$ cat src/rtl/frr_pkg.sv
package frr_pkg;

    typedef enum logic [1:0] {
        OP_READ  = 2'b00,
        OP_PROG  = 2'b01,
        OP_ERASE = 2'b10,
        OP_RSVD  = 2'b11
    } frr_op_e;

    localparam int unsigned FRR_ADDR_W    = 32;
    localparam int unsigned FRR_WIN_BITS  = 25;
    localparam int unsigned FRR_PAGE_BITS = 12;

endpackage

$ cat src/rtl/frr_cfg.sv
module frr_cfg #(
    parameter int unsigned PG_W = 13
) (
    input  logic            clk,
    input  logic            rst_n,
    input  logic            we,
    input  logic            perm,
    input  logic            en_i,
    input  logic [PG_W-1:0] start_i,
    input  logic [PG_W-1:0] end_i,
    input  logic [PG_W-1:0] off_i,
    output logic            en_o,
    output logic [PG_W-1:0] start_o,
    output logic [PG_W-1:0] end_o,
    output logic [PG_W-1:0] off_o
);

    typedef struct packed {
        logic            en;
        logic [PG_W-1:0] start_pg;
        logic [PG_W-1:0] end_pg;
        logic [PG_W-1:0] off_pg;
    } cfg_t;

    cfg_t cfg_d, cfg_q;

    always_comb begin
        cfg_d = cfg_q;
        if (we && perm) begin
            cfg_d.en       = en_i;
            cfg_d.start_pg = start_i;
            cfg_d.end_pg   = end_i;
            cfg_d.off_pg   = off_i;
        end
    end

    always_ff @(posedge clk or negedge rst_n) begin
        if (!rst_n) begin
            cfg_q <= '0;
        end else begin
            cfg_q <= cfg_d;
        end
    end

    assign en_o    = cfg_q.en;
    assign start_o = cfg_q.start_pg;
    assign end_o   = cfg_q.end_pg;
    assign off_o   = cfg_q.off_pg;

endmodule

$ cat src/rtl/frr_match.sv
module frr_match
    import frr_pkg::*;
#(
    parameter int unsigned ADDR_W    = 32,
    parameter int unsigned WIN_BITS  = 25,
    parameter int unsigned PAGE_BITS = 12,
    parameter int unsigned NUM_ALIAS = 2,
    parameter logic [NUM_ALIAS-1:0][ADDR_W-1:0] ALIAS_BASE = {32'h0C00_0000, 32'h0800_0000},
    localparam int unsigned PG_W  = WIN_BITS - PAGE_BITS,
    localparam int unsigned TAG_W = ADDR_W - WIN_BITS
) (
    input  logic [ADDR_W-1:0] addr_i,
    input  logic [1:0]        op_i,
    input  logic              en_i,
    input  logic [PG_W-1:0]   start_i,
    input  logic [PG_W-1:0]   end_i,
    input  logic [PG_W-1:0]   off_i,
    output logic              hit_o,
    output logic [ADDR_W-1:0] addr_o
);

    logic [NUM_ALIAS-1:0] tag_hit;
    logic [TAG_W-1:0]     tag;
    logic [PG_W-1:0]      page;
    logic [WIN_BITS-1:0]  moved;
    logic                 in_alias;
    logic                 in_win;
    logic                 is_read;

    assign tag  = addr_i[ADDR_W-1:WIN_BITS];
    assign page = addr_i[WIN_BITS-1:PAGE_BITS];

    for (genvar g = 0; g < NUM_ALIAS; g++) begin : g_alias
        assign tag_hit[g] = (tag == ALIAS_BASE[g][ADDR_W-1:WIN_BITS]);
    end

    always_comb begin
        in_alias = |tag_hit;
        in_win   = (page >= start_i) && (page <= end_i);
        is_read  = (frr_op_e'(op_i) == OP_READ);
        hit_o    = en_i && is_read && in_alias && in_win;
        moved    = addr_i[WIN_BITS-1:0] + {off_i, {PAGE_BITS{1'b0}}};
        addr_o   = hit_o ? {tag, moved} : addr_i;
    end

endmodule

$ cat src/rtl/flash_read_remap.sv
module flash_read_remap
    import frr_pkg::*;
#(
    parameter int unsigned ADDR_W    = FRR_ADDR_W,
    parameter int unsigned WIN_BITS  = FRR_WIN_BITS,
    parameter int unsigned PAGE_BITS = FRR_PAGE_BITS,
    localparam int unsigned PG_W     = WIN_BITS - PAGE_BITS
) (
    input  logic              clk,
    input  logic              rst_n,
    input  logic              cfg_we,
    input  logic              cfg_perm,
    input  logic              cfg_en_i,
    input  logic [PG_W-1:0]   cfg_start_i,
    input  logic [PG_W-1:0]   cfg_end_i,
    input  logic [PG_W-1:0]   cfg_off_i,
    input  logic              req_valid,
    input  logic [1:0]        req_op,
    input  logic [ADDR_W-1:0] req_addr,
    output logic              rsp_valid,
    output logic [ADDR_W-1:0] rsp_addr,
    output logic              rsp_hit
);

    typedef struct packed {
        logic              valid;
        logic [ADDR_W-1:0] addr;
        logic              hit;
    } rsp_t;

    logic              cfg_en_q;
    logic [PG_W-1:0]   cfg_start_q;
    logic [PG_W-1:0]   cfg_end_q;
    logic [PG_W-1:0]   cfg_off_q;
    logic              map_hit;
    logic [ADDR_W-1:0] map_addr;
    rsp_t              rsp_d, rsp_q;

    frr_cfg #(.PG_W(PG_W)) u_cfg (
        .clk     (clk),
        .rst_n   (rst_n),
        .we      (cfg_we),
        .perm    (cfg_perm),
        .en_i    (cfg_en_i),
        .start_i (cfg_start_i),
        .end_i   (cfg_end_i),
        .off_i   (cfg_off_i),
        .en_o    (cfg_en_q),
        .start_o (cfg_start_q),
        .end_o   (cfg_end_q),
        .off_o   (cfg_off_q)
    );

    frr_match #(
        .ADDR_W    (ADDR_W),
        .WIN_BITS  (WIN_BITS),
        .PAGE_BITS (PAGE_BITS)
    ) u_match (
        .addr_i  (req_addr),
        .op_i    (req_op),
        .en_i    (cfg_en_q),
        .start_i (cfg_start_q),
        .end_i   (cfg_end_q),
        .off_i   (cfg_off_q),
        .hit_o   (map_hit),
        .addr_o  (map_addr)
    );

    always_comb begin
        rsp_d       = '0;
        rsp_d.valid = req_valid;
        if (req_valid) begin
            rsp_d.addr = map_addr;
            rsp_d.hit  = map_hit;
        end
    end

    always_ff @(posedge clk or negedge rst_n) begin
        if (!rst_n) begin
            rsp_q <= '0;
        end else begin
            rsp_q <= rsp_d;
        end
    end

    assign rsp_valid = rsp_q.valid;
    assign rsp_addr  = rsp_q.addr;
    assign rsp_hit   = rsp_q.hit;

endmodule

$ cat config.mk
export PLATFORM = sky130hd
export DESIGN_NAME = flash_read_remap
export DESIGN_NICKNAME = d
export VERILOG_FILES = /design/src/rtl/frr_pkg.sv /design/src/rtl/frr_cfg.sv /design/src/rtl/frr_match.sv /design/src/rtl/flash_read_remap.sv
export SDC_FILE = /design/constraint.sdc
export NUM_CORES = 1
export LEC_CHECK = 0
export ABC_AREA = 1
export BUFFER_PORTS_ARGS = -buffer_cell sky130_fd_sc_hd__buf_2
export CAP_MARGIN = 0
export CORE_UTILIZATION = 35
export CTS_BUF_LIST = sky130_fd_sc_hd__clkbuf_4
export DETAILED_ROUTE_END_ITERATION = 10
export PLACE_DENSITY = 0.64
export REMOVE_ABC_BUFFERS = 1
export SLEW_MARGIN = 20
export SYNTH_ARGS = -nofsm -noshare
export SYNTH_HDL_FRONTEND = slang
export SYNTH_SLANG_ARGS = --single-unit
$ cat constraint.sdc
create_clock -name clk -period 2.8 [get_ports clk]
set_clock_uncertainty 0.2 [all_clocks]
set_input_delay 0 -clock clk [delete_from_list [all_inputs] [get_ports clk]]
set_output_delay 0 -clock clk [all_outputs]
set_load 0.005 [all_outputs]
==> results of run 1 <==
-- power groups by stage --
stage	Clock [W]	Combinational (W)	Sequential (W)
3_3_place_gp	0	0.000661	0.00123
5_1_grt	0.000713	0.000917	0.00122
2_1_floorplan	0	0.000458	0.00122
4_1_cts	0.000672	0.000799	0.00121
3_5_place_dp	0	0.000683	0.00123
6_report	0.000646	0.000807	0.00121
-- path summary, 6_finish.rpt --
kind	slack [ns]	depth (start not counted)	endpoint	from
setup / recovery	0.15	11	rsp_addr[23]	req_addr[30]
hold / removal	0.04	2	u_cfg.off_o[5]	rst_n
setup reg to reg	0.20	14	rsp_addr[24]	u_cfg.start_o[2]
hold reg to reg	0.32	2	u_cfg.end_o[5]	u_cfg.end_o[5]
max in group asynchronous	1.75	2	u_cfg.end_o[6]	rst_n
min in group clk	0.10	9	rsp_addr[16]	req_op[1]
-- Yosys cell counts (2+ instances only) --
library cell,n,area [um2]
nand2_1,124,465
inv_1,86,323
dfrtp_1,74,1850
nor2_1,71,267
a21oi_1,41,205
ha_1,38,475
mux2_2,16,180
nand3_1,16,80.1
clkbuf_1,6,22.5
xnor2_1,6,52.6
nand4_1,4,25.0
buf_2,3,15.0
buf_6,2,22.5
o21ai_0,2,10.0
xor2_1,2,17.5
-- worst reg2reg max path: cells and delay by family (launching register included) --
kind / cells / cell delay (ns)
fa+ha+maj: 1 / 0.29
buf+inv: 3 / 0.75
simple gates: 10 / 0.94
flops: 1 / 0.35
-- what timing repair did --
item / CTS / global route
hold endpoints to repair: 148 / 0
hold buffers: 109 / 0
buffers inserted: 0 / 1
setup endpoints to repair: 0 / 12
resized for setup: 0 / 1
-- final cells by class --
class	count	area [um2]
Tap cell	143	179
Clock inverter	4	43.8
Clock buffer	11	82.6
Inverter	86	323
Sequential cell	74	1850
Timing Repair Buffer	224	1690
Multi-Input combinational cell	333	1920
Fill cell	1070	5380
-- layer usage --
| layer | global-route usage [%] | vias up |
|---|---|---|
| li1 | - | 2010 |
| met1 | 20.5 | 1802 |
| met2 | 33.0 | 106 |
| met3 | 4.10 | 18 |
| met4 | 6.58 | 0 |
| met5 | 0 | - |
-- through the flow --
stage / instances / setup slack (ns) / util, % / hold slack [ns] / area [um2]
finish: 875 / 0.154 / 53.1 / 0.0352 / 6080
global route: 875 / 0.00127 / 53.1 / 0.105 / 6080
CTS: 873 / 0.0428 / 52.8 / 0.00137 / 6050
floorplan: 492 / 0.833 / - / -0.496 / 4070
global placement: 749 / 0.611 / 42.1 / -0.00873 / 4830
detailed placement: 749 / 0.564 / 42.1 / -0.00681 / 4830
-- flip-flops by register name, indices dropped and copies added, names as in the netlist --
signal	flops
rsp_addr	32
u_cfg.end_o	13
u_cfg.start_o	13
rsp_hit	1
rsp_valid	1
u_cfg.off_o	13
u_cfg.en_o	1
-- layout by cell type, fill, tap and decap left out, types with 2 or more instances in the layout --
master | netlist | layout
nand2_1 | 124 | 123
buf_2 | 3 | 111
dlygate4sd3_1 | 0 | 109
inv_1 | 86 | 86
dfrtp_1 | 74 | 74
nor2_1 | 71 | 71
a21oi_1 | 41 | 41
ha_1 | 38 | 38
nand3_1 | 16 | 16
mux2_2 | 16 | 16
clkbuf_4 | 0 | 11
xnor2_1 | 6 | 6
nand4_1 | 4 | 4
buf_4 | 0 | 3
nand2_2 | 1 | 2
o21ai_0 | 2 | 2
xor2_1 | 2 | 2
clkinv_2 | 0 | 2
-- cell families after synthesis --
logic type               Yosys count  synth area share [%]
flip-flops                        74                  44.8
XOR/XNOR                           8                  1.69
buffers and inverters             98                  9.34
adder cells (fa/ha/maj)           39                  12.0
AND/OR/NAND/NOR                  223                  22.1
multiplexers                      16                  4.35
AO/OA/AOI/OAI                     46                  5.78
==> results.sh, run 1 <==
export IMPL_ir_drop_mv=0.292
export IMPL_cts_tree="done"
export IMPL_met1_length_um=4580
export IMPL_root_buffer="clkbuf_4"
export IMPL_wl_met3_um=450
export IMPL_grt_pass1_vias=3836
export IMPL_yosys_warnings=0
export IMPL_crit_buf_inv=4
export IMPL_worstSetupPathType="in -> reg"
export IMPL_cp_top_family="buffers and inverters"
export IMPL_critPathCaptureType="flop"
export IMPL_status="finished clean"
export IMPL_ys_seq_area_share_pct=44.8
export IMPL_start_util_pct=36.1
export IMPL_clockPowerShare_pct=24.2
export IMPL_clock_fmax_mhz=378
export IMPL_cp_cell_sequence="dlygate4sd3_1 -> buf_2 -> nor3_2 -> nand4_2 -> nor3_4 -> dlygate4sd3_1 -> nand3_1 -> nand2_1 -> dlygate4sd3_1 -> nand2_1 -> nor2_1"
export IMPL_crit_arrival_ns=2.81
export IMPL_die_x_um=111
export IMPL_cts_sinks=74
export IMPL_p_int_w=0.00184
export IMPL_postRouteAntennaNets=0
export IMPL_cap_violations=0
export IMPL_routed_via_count=3936
export IMPL_p_leak_nw=3.38
export IMPL_wire_per_inst_um=12.2
export IMPL_core_area_um2=11500
export IMPL_power_frac_comb_pct=30.3
export IMPL_synth_ff_latch_count=74
export IMPL_io_pins=113
export IMPL_switching_share_pct=31.1
export IMPL_die_h_um=111
export IMPL_dr_first_iter_drc_count=132
export IMPL_clockBufferDepth=2
export IMPL_min_period_over_period_pct=94.5
export IMPL_numPortBuffers=112
export IMPL_min_period_ns=2.65
export IMPL_power_density_nw_per_um2=438
export IMPL_area_delta_synth_final_pct=47.1
export IMPL_hp_class="in -> async"
export IMPL_grtUsageTotal_pct=18.1
export IMPL_syn_area_per_cell_um2=8.21
export IMPL_rsz0062_at_grt="yes"
export IMPL_cp_max_fo=2
export IMPL_critPathRequiredTime_ns=2.96
export IMPL_synth_area_um2=4140
export IMPL_h_tree_depth=3
export IMPL_power_w=0.00266
export IMPL_power_net_switching_w=0.000827
export IMPL_grt_max_degree=75
export IMPL_crit_top_cell="dlygate4sd3_1"
export IMPL_globalplace_congestion=0.899
export IMPL_cts_buffers=9
export IMPL_grt_overflow_total=0
export IMPL_top_layer_used="met4"
export IMPL_grt_antenna_before_repair=0
export IMPL_synth_distinct_cells=28
export IMPL_remaining_drc_errors=0
export IMPL_final_setup_viol_count=0
export IMPL_layout_drive_gt1_share_pct=21.0
export IMPL_drt_first_pass_iters=4
export IMPL_viasPerCell=4.50
export IMPL_setup_tns_ns=0
export IMPL_ys_async_sr_fraction_pct=100
export IMPL_met2WireLength_um=5420
export IMPL_syn_inst=504
export IMPL_drt_wl_total_um=10700
export IMPL_dieArea_um2=12300
export IMPL_hold_violations=0
export IMPL_seqPwrFrac_pct=45.4
export IMPL_clk_pin_slew_ns=0.13
export IMPL_grt_pass1_wl_um=17500
export IMPL_ys_flop_type="dfrtp_1"
export IMPL_num_rows=39
export IMPL_startpoint_type="primary input"
export IMPL_dp_hpwl_um=7110
export IMPL_fin_nets=846
export IMPL_maxSlewHeadroom_pct=38.2
export IMPL_tightestPinTransition_ns=0.927
export IMPL_diodes=0
export IMPL_synth_edff_count=0
export IMPL_crit_path_max_incr_delay_ns=0.65
export IMPL_slew_violations=0
export IMPL_clk_latency_ns=0.44
export IMPL_crit_slowest_cell="dlygate4sd3_1"
Power figures use the tool's default switching activity.
==> run 2: changes to the inputs <==
- SETUP_SLACK_MARGIN: default -> 0.3
==> run 2 against run 1 <==
Net effect:
- maximum frequency grew 7.1%
- power shrank 0.49%
- worst hold slack lost 0.011 ns
- combinational power shrank 2%
- register-to-register slack gained 0.18 ns
- sequential share of layout area grew 0.75 points
- largest cell class unchanged
- highest routed layer unchanged
==> results.sh, run 2 (same netlist as run 1, synthesis figures left out) <==
export IMPL_remaining_drc_errors=0
export IMPL_grt_pass1_vias=3775
export IMPL_reg2reg_depth=6
export IMPL_crit_arrival_ns=2.65
export IMPL_reg2reg_from="u_cfg.en_o"
export IMPL_crit_top_cell="dlygate4sd3_1"
export IMPL_crit_path_max_incr_delay_ns=0.66
export IMPL_worstSetupPathType="in -> reg"
export IMPL_final_area_um2=5940
export IMPL_p_leak_nw=3.32
export IMPL_layout_drive_gt1_share_pct=21.6
export IMPL_diodes=0
export IMPL_cap_violations=0
export IMPL_die_x_um=111
export IMPL_hold_violations=0
export IMPL_h_tree_depth=3
export IMPL_grt_overflow_total=0
export IMPL_ir_drop_mv=0.293
export IMPL_root_buffer="clkbuf_4"
export IMPL_power_density_nw_per_um2=446
export IMPL_wire_per_inst_um=12.2
export IMPL_setup_tns_ns=0
export IMPL_cp_max_fo=3
export IMPL_cts_tree="done"
export IMPL_clockBufferDepth=2
export IMPL_layout_commonest_cell="nand2_1"
export IMPL_area_delta_synth_final_pct=43.5
export IMPL_cp_endpoint="rsp_hit"
export IMPL_cp_cell_sequence="dlygate4sd3_1 -> buf_2 -> nor3_2 -> nand4_2 -> nor3_4 -> dlygate4sd3_1 -> nand3_1 -> nor2_1 -> dlygate4sd3_1"
export IMPL_reg2reg_to="rsp_hit"
export IMPL_place_area_um2=4830
export IMPL_grtUsageTotal_pct=17.9
export IMPL_cts_buffers=9
export IMPL_postRouteAntennaNets=0
export IMPL_grt_pass1_wl_um=17300
export IMPL_viasPerCell=4.46
export IMPL_rsz0062_at_grt="yes"
export IMPL_die_h_um=111
export IMPL_rrSetupSlack_ns=0.38
export IMPL_post_cts_buffers=0
export IMPL_critPathCaptureType="flop"
export IMPL_routed_via_count=3843
export IMPL_dp_slack_ns=0.564
export IMPL_io_pins=113
export IMPL_critPathRequiredTime_ns=2.98
export IMPL_fin_nets=832
export IMPL_clk_latency_ns=0.45
export IMPL_tightestPinTransition_ns=0.919
export IMPL_cts_sinks=74
export IMPL_clock_fmax_mhz=405
export IMPL_dr_first_iter_drc_count=120
export IMPL_drt_wl_total_um=10500
export IMPL_dieArea_um2=12300
export IMPL_maxSlewHeadroom_pct=38.8
export IMPL_final_setup_viol_count=0
export IMPL_min_period_over_period_pct=88.2
export IMPL_core_area_um2=11500
export IMPL_startpoint_type="primary input"
export IMPL_status="finished clean"
export IMPL_numPortBuffers=112
export IMPL_dp_hpwl_um=7110
export IMPL_setup_ws_ns=0.329
export IMPL_largest_reg_flops=32
export IMPL_hold_worst_slack_ns=0.0239
export IMPL_slew_violations=0
export IMPL_power_w=0.00265
export IMPL_globalplace_congestion=0.899
export IMPL_crit_start="req_addr[30]"
export IMPL_min_period_ns=2.47
export IMPL_start_util_pct=36.1
export IMPL_mostFrequentLayoutCells="nand2_1, buf_2, dlygate4sd3_1"
export IMPL_clk_pin_slew_ns=0.13
export IMPL_grt_antenna_before_repair=0
export IMPL_grt_max_degree=75
export IMPL_crit_slowest_cell="dlygate4sd3_1"
export IMPL_drt_first_pass_iters=4
export IMPL_hp_class="in -> async"
export IMPL_num_rows=39
-- run 2: critical path: cells and delay by family --
kind / cells / cell delay (ns)
buffers and inverters: 4 / 1.90
AND/OR/NAND/NOR: 5 / 0.76
-- run 2: per-layer routing --
| layer | GRT usage [%] | routed length (um) | vias to the layer above |
|---|---|---|---|
| li1 | - | - | 1983 |
| met1 | 20.4 | 4560 | 1735 |
| met2 | 32.4 | 5280 | 107 |
| met3 | 4.10 | 412 | 18 |
| met4 | 6.58 | 246 | 0 |
| met5 | 0 | 0 | - |
-- run 2: worst min-delay path by stage --
stage | start | to | slack, ns | cells after the start
final | rst_n | u_cfg.off_o[5] | 0.02 | 2
after CTS | rst_n | u_cfg.off_o[4] | 0.06 | 2
after floorplan | rst_n | rsp_addr[0] | -0.50 | 0
after global routing | rst_n | rsp_addr[7] | 0.10 | 2
after detailed placement | req_addr[3] | rsp_addr[3] | -0.007 | 3
after global placement | rst_n | rsp_addr[9] | -0.009 | 1
-- run 2: power breakdown --
part	internal, W	switching, W	total, W
logic	0.000374	0.000420	0.000794
clock network	0.000282	0.000364	0.000646
registers	0.00117	0.0000423	0.00121
total	0.00182	0.000827	0.00265
-- run 2: through the flow --
stage / instances / util, %
2_1_floorplan: 492 / -
3_3_place_gp: 749 / 42.1
3_5_place_dp: 749 / 42.1
4_1_cts: 860 / 51.6
5_1_grt: 861 / 51.8
6_report: 861 / 51.8
-- run 2: timing repair --
item | CTS | global route
hold endpoints to repair | 148 | 0
hold buffers | 96 | 0
resized for setup | 0 | 3
setup endpoints to repair | 0 | 12
-- run 2: final cells by class --
type / count / area [um2]
Clock buffer: 11 / 82.6
Clock inverter: 4 / 43.8
Fill cell: 1080 / 5530
Inverter: 86 / 323
Multi-Input combinational cell: 333 / 1920
Sequential cell: 74 / 1850
Tap cell: 143 / 179
Timing Repair Buffer: 210 / 1540
==> run 3: changes to the inputs <==
- CORE_UTILIZATION: 35 -> 45
- PLACE_DENSITY: 0.64 -> 0.77
==> run 3 against run 2 <==
Net effect:
- largest power group unchanged
- core utilization rose by 16 points
- via count rose by 4.7%
- critical endpoint unchanged
- sequential cell count did not move
- global-route usage rose by 5.3 points
- the run now ends with design-rule violations left
- maximum frequency rose by 2.9%
- combinational power rose by 2%
- critical path depth did not move
- sequential share of layout area fell by 0.19 points
- register-to-register slack improved by 0.04 ns
- final cell count fell by 3.9%
- routed wire length rose by 1.9%
- non-clock buffer count did not move
==> results.sh, run 3 (same netlist as run 1, synthesis figures left out) <==
export IMPL_status="complete, but fails checks"
export IMPL_clockBufferDepth=2
export IMPL_min_period_ns=2.40
export IMPL_cp_cell_sequence="dlygate4sd3_1 -> buf_2 -> nor3_2 -> nand4_2 -> nor3_4 -> dlygate4sd3_1 -> nand3_1 -> nor2_1 -> dlygate4sd3_1"
export IMPL_fin_cells=827
export IMPL_numPortBuffers=112
export IMPL_cap_violations=0
export IMPL_seqPwrFrac_pct=41.0
export IMPL_tightestPinTransition_ns=0.911
export IMPL_clk_latency_ns=0.44
export IMPL_cp_endpoint="rsp_hit"
export IMPL_crit_start="req_addr[30]"
export IMPL_area_delta_synth_final_pct=44.4
export IMPL_dieArea_um2=9580
export IMPL_grtUsageTotal_pct=23.2
export IMPL_clockPowerShare_pct=31.6
export IMPL_h_tree_depth=3
export IMPL_utilization_pct=67.8
export IMPL_slew_violations=0
export IMPL_num_rows=34
export IMPL_rsz0062_at_grt="yes"
export IMPL_switching_share_pct=29.5
export IMPL_dr_first_iter_drc_count=201
export IMPL_die_x_um=97.9
export IMPL_layout_drive_gt1_share_pct=22.0
export IMPL_hold_violations=0
export IMPL_routed_via_count=4024
export IMPL_cp_max_fo=3
export IMPL_grt_max_degree=75
export IMPL_reg2reg_from="u_cfg.en_o"
export IMPL_grt_overflow_total=0
export IMPL_crit_top_cell="dlygate4sd3_1"
export IMPL_diodes=0
export IMPL_cts_sinks=74
export IMPL_ir_drop_mv=0.232
export IMPL_fin_nets=832
export IMPL_root_buffer="clkbuf_4"
export IMPL_drt_wl_total_um=10700
export IMPL_grt_antenna_before_repair=0
export IMPL_cp_top_family="buffers and inverters"
export IMPL_crit_path_max_incr_delay_ns=0.65
export IMPL_p_leak_nw=3.35
export IMPL_maxSlewHeadroom_pct=39.2
export IMPL_critPathCaptureType="flop"
export IMPL_start_util_pct=47.0
export IMPL_grt_pass1_wl_um=17600
export IMPL_globalplace_congestion=0.927
export IMPL_cts_tree="done"
export IMPL_die_h_um=97.9
export IMPL_post_cts_buffers=0
export IMPL_clk_pin_slew_ns=0.14
export IMPL_crit_arrival_ns=2.59
export IMPL_critPathRequiredTime_ns=2.99
export IMPL_violations="design-rule violations"
export IMPL_power_density_nw_per_um2=495
export IMPL_final_setup_viol_count=0
export IMPL_crit_cells=9
export IMPL_p_int_w=0.00208
export IMPL_placedCellCount=714
export IMPL_power_net_switching_w=0.000873
export IMPL_hp_class="in -> async"
export IMPL_place_area_um2=4790
export IMPL_worstSetupPathType="in -> reg"
export IMPL_viasPerCell=4.87
export IMPL_min_period_over_period_pct=85.8
export IMPL_reg2reg_depth=6
export IMPL_reg2reg_to="rsp_hit"
export IMPL_mostFrequentLayoutCells="nand2_1, buf_2, dlygate4sd3_1"
export IMPL_layout_commonest_cell="nand2_1"
export IMPL_io_pins=113
export IMPL_final_area_um2=5970
export IMPL_core_area_um2=8810
export IMPL_rrSetupSlack_ns=0.42
export IMPL_drt_first_pass_iters=8
export IMPL_power_frac_comb_pct=27.4
export IMPL_cts_buffers=9
export IMPL_wire_per_inst_um=12.9
export IMPL_remaining_drc_errors=14
export IMPL_setup_tns_ns=0
export IMPL_clock_fmax_mhz=416
export IMPL_grt_pass1_vias=4001
export IMPL_dp_hpwl_um=6850
export IMPL_largest_reg_flops=32
export IMPL_crit_slowest_cell="dlygate4sd3_1"
export IMPL_startpoint_type="primary input"
export IMPL_crit_buf_inv=4
export IMPL_postRouteAntennaNets=0
-- run 3: worst min path at each step --
| stage | slack [ns] | start | depth (start not counted) | to |
|---|---|---|---|---|
| 2_1_floorplan | -0.50 | rst_n | 0 | rsp_addr[0] |
| 3_3_place_gp | -0.02 | rst_n | 1 | rsp_addr[5] |
| 3_5_place_dp | -0.006 | rst_n | 1 | rsp_addr[11] |
| 4_1_cts | 0.05 | rst_n | 2 | rsp_addr[0] |
| 5_1_grt | 0.11 | cfg_off_i[1] | 3 | u_cfg.off_o[1] |
| 6_report | 0.02 | rst_n | 2 | rsp_addr[5] |
-- run 3: area by class of cell --
class	instances	area, um2
clock buffers	9	67.6
clock inverters	7	141
fillers	695	2830
inverters	86	323
multi-input cells	333	1920
flip-flops and latches	74	1850
well taps	108	135
repair buffers	210	1540
-- run 3: worst reg2reg max path, cell delays in order (launching register included) --
cell and delay [ns]:
dfrtp_1 0.39, nand4_2 0.12, nor3_4 0.13, dlygate4sd3_1 0.65, nand3_1 0.15, nor2_1 0.12
dlygate4sd3_1 0.55
-- run 3: what timing repair did --
action	4_1_cts	5_1_grt
gates resized for setup	0	3
endpoints found under the setup margin	0	2
hold buffers	96	0
endpoints found under the hold margin	148	0
-- run 3: layer usage --
layer | vias up | part of all wire [%] | GRT usage (%) | routed length [um]
li1 | 1983 | - | - | -
met1 | 1840 | 40 | 26.4 | 4330
met2 | 165 | 51 | 42.6 | 5420
met3 | 36 | 6.3 | 4.87 | 675
met4 | 0 | 2.6 | 8.51 | 275
met5 | - | 0 | 0 | 0
-- run 3: power by group through the flow --
stage          Sequential [W]  Combinational, W  Clock [W]
2_1_floorplan         0.00122          0.000458          0
6_report              0.00121          0.000812   0.000934
3_5_place_dp          0.00123          0.000686          0
5_1_grt               0.00122          0.000916    0.00101
4_1_cts               0.00121          0.000791   0.000952
3_3_place_gp          0.00123          0.000652          0
-- run 3: stage by stage --
| step | setup slack, ns | power, W | hold WS (ns) |
|---|---|---|---|
| floorplan | 0.833 | 0.00168 | -0.496 |
| CTS | 0.432 | 0.00295 | 0.0527 |
| global route | 0.295 | 0.00314 | 0.109 |
| finish | 0.398 | 0.00296 | 0.0204 |
| global placement | 0.660 | 0.00188 | -0.0232 |
| detailed placement | 0.601 | 0.00192 | -0.00573 |
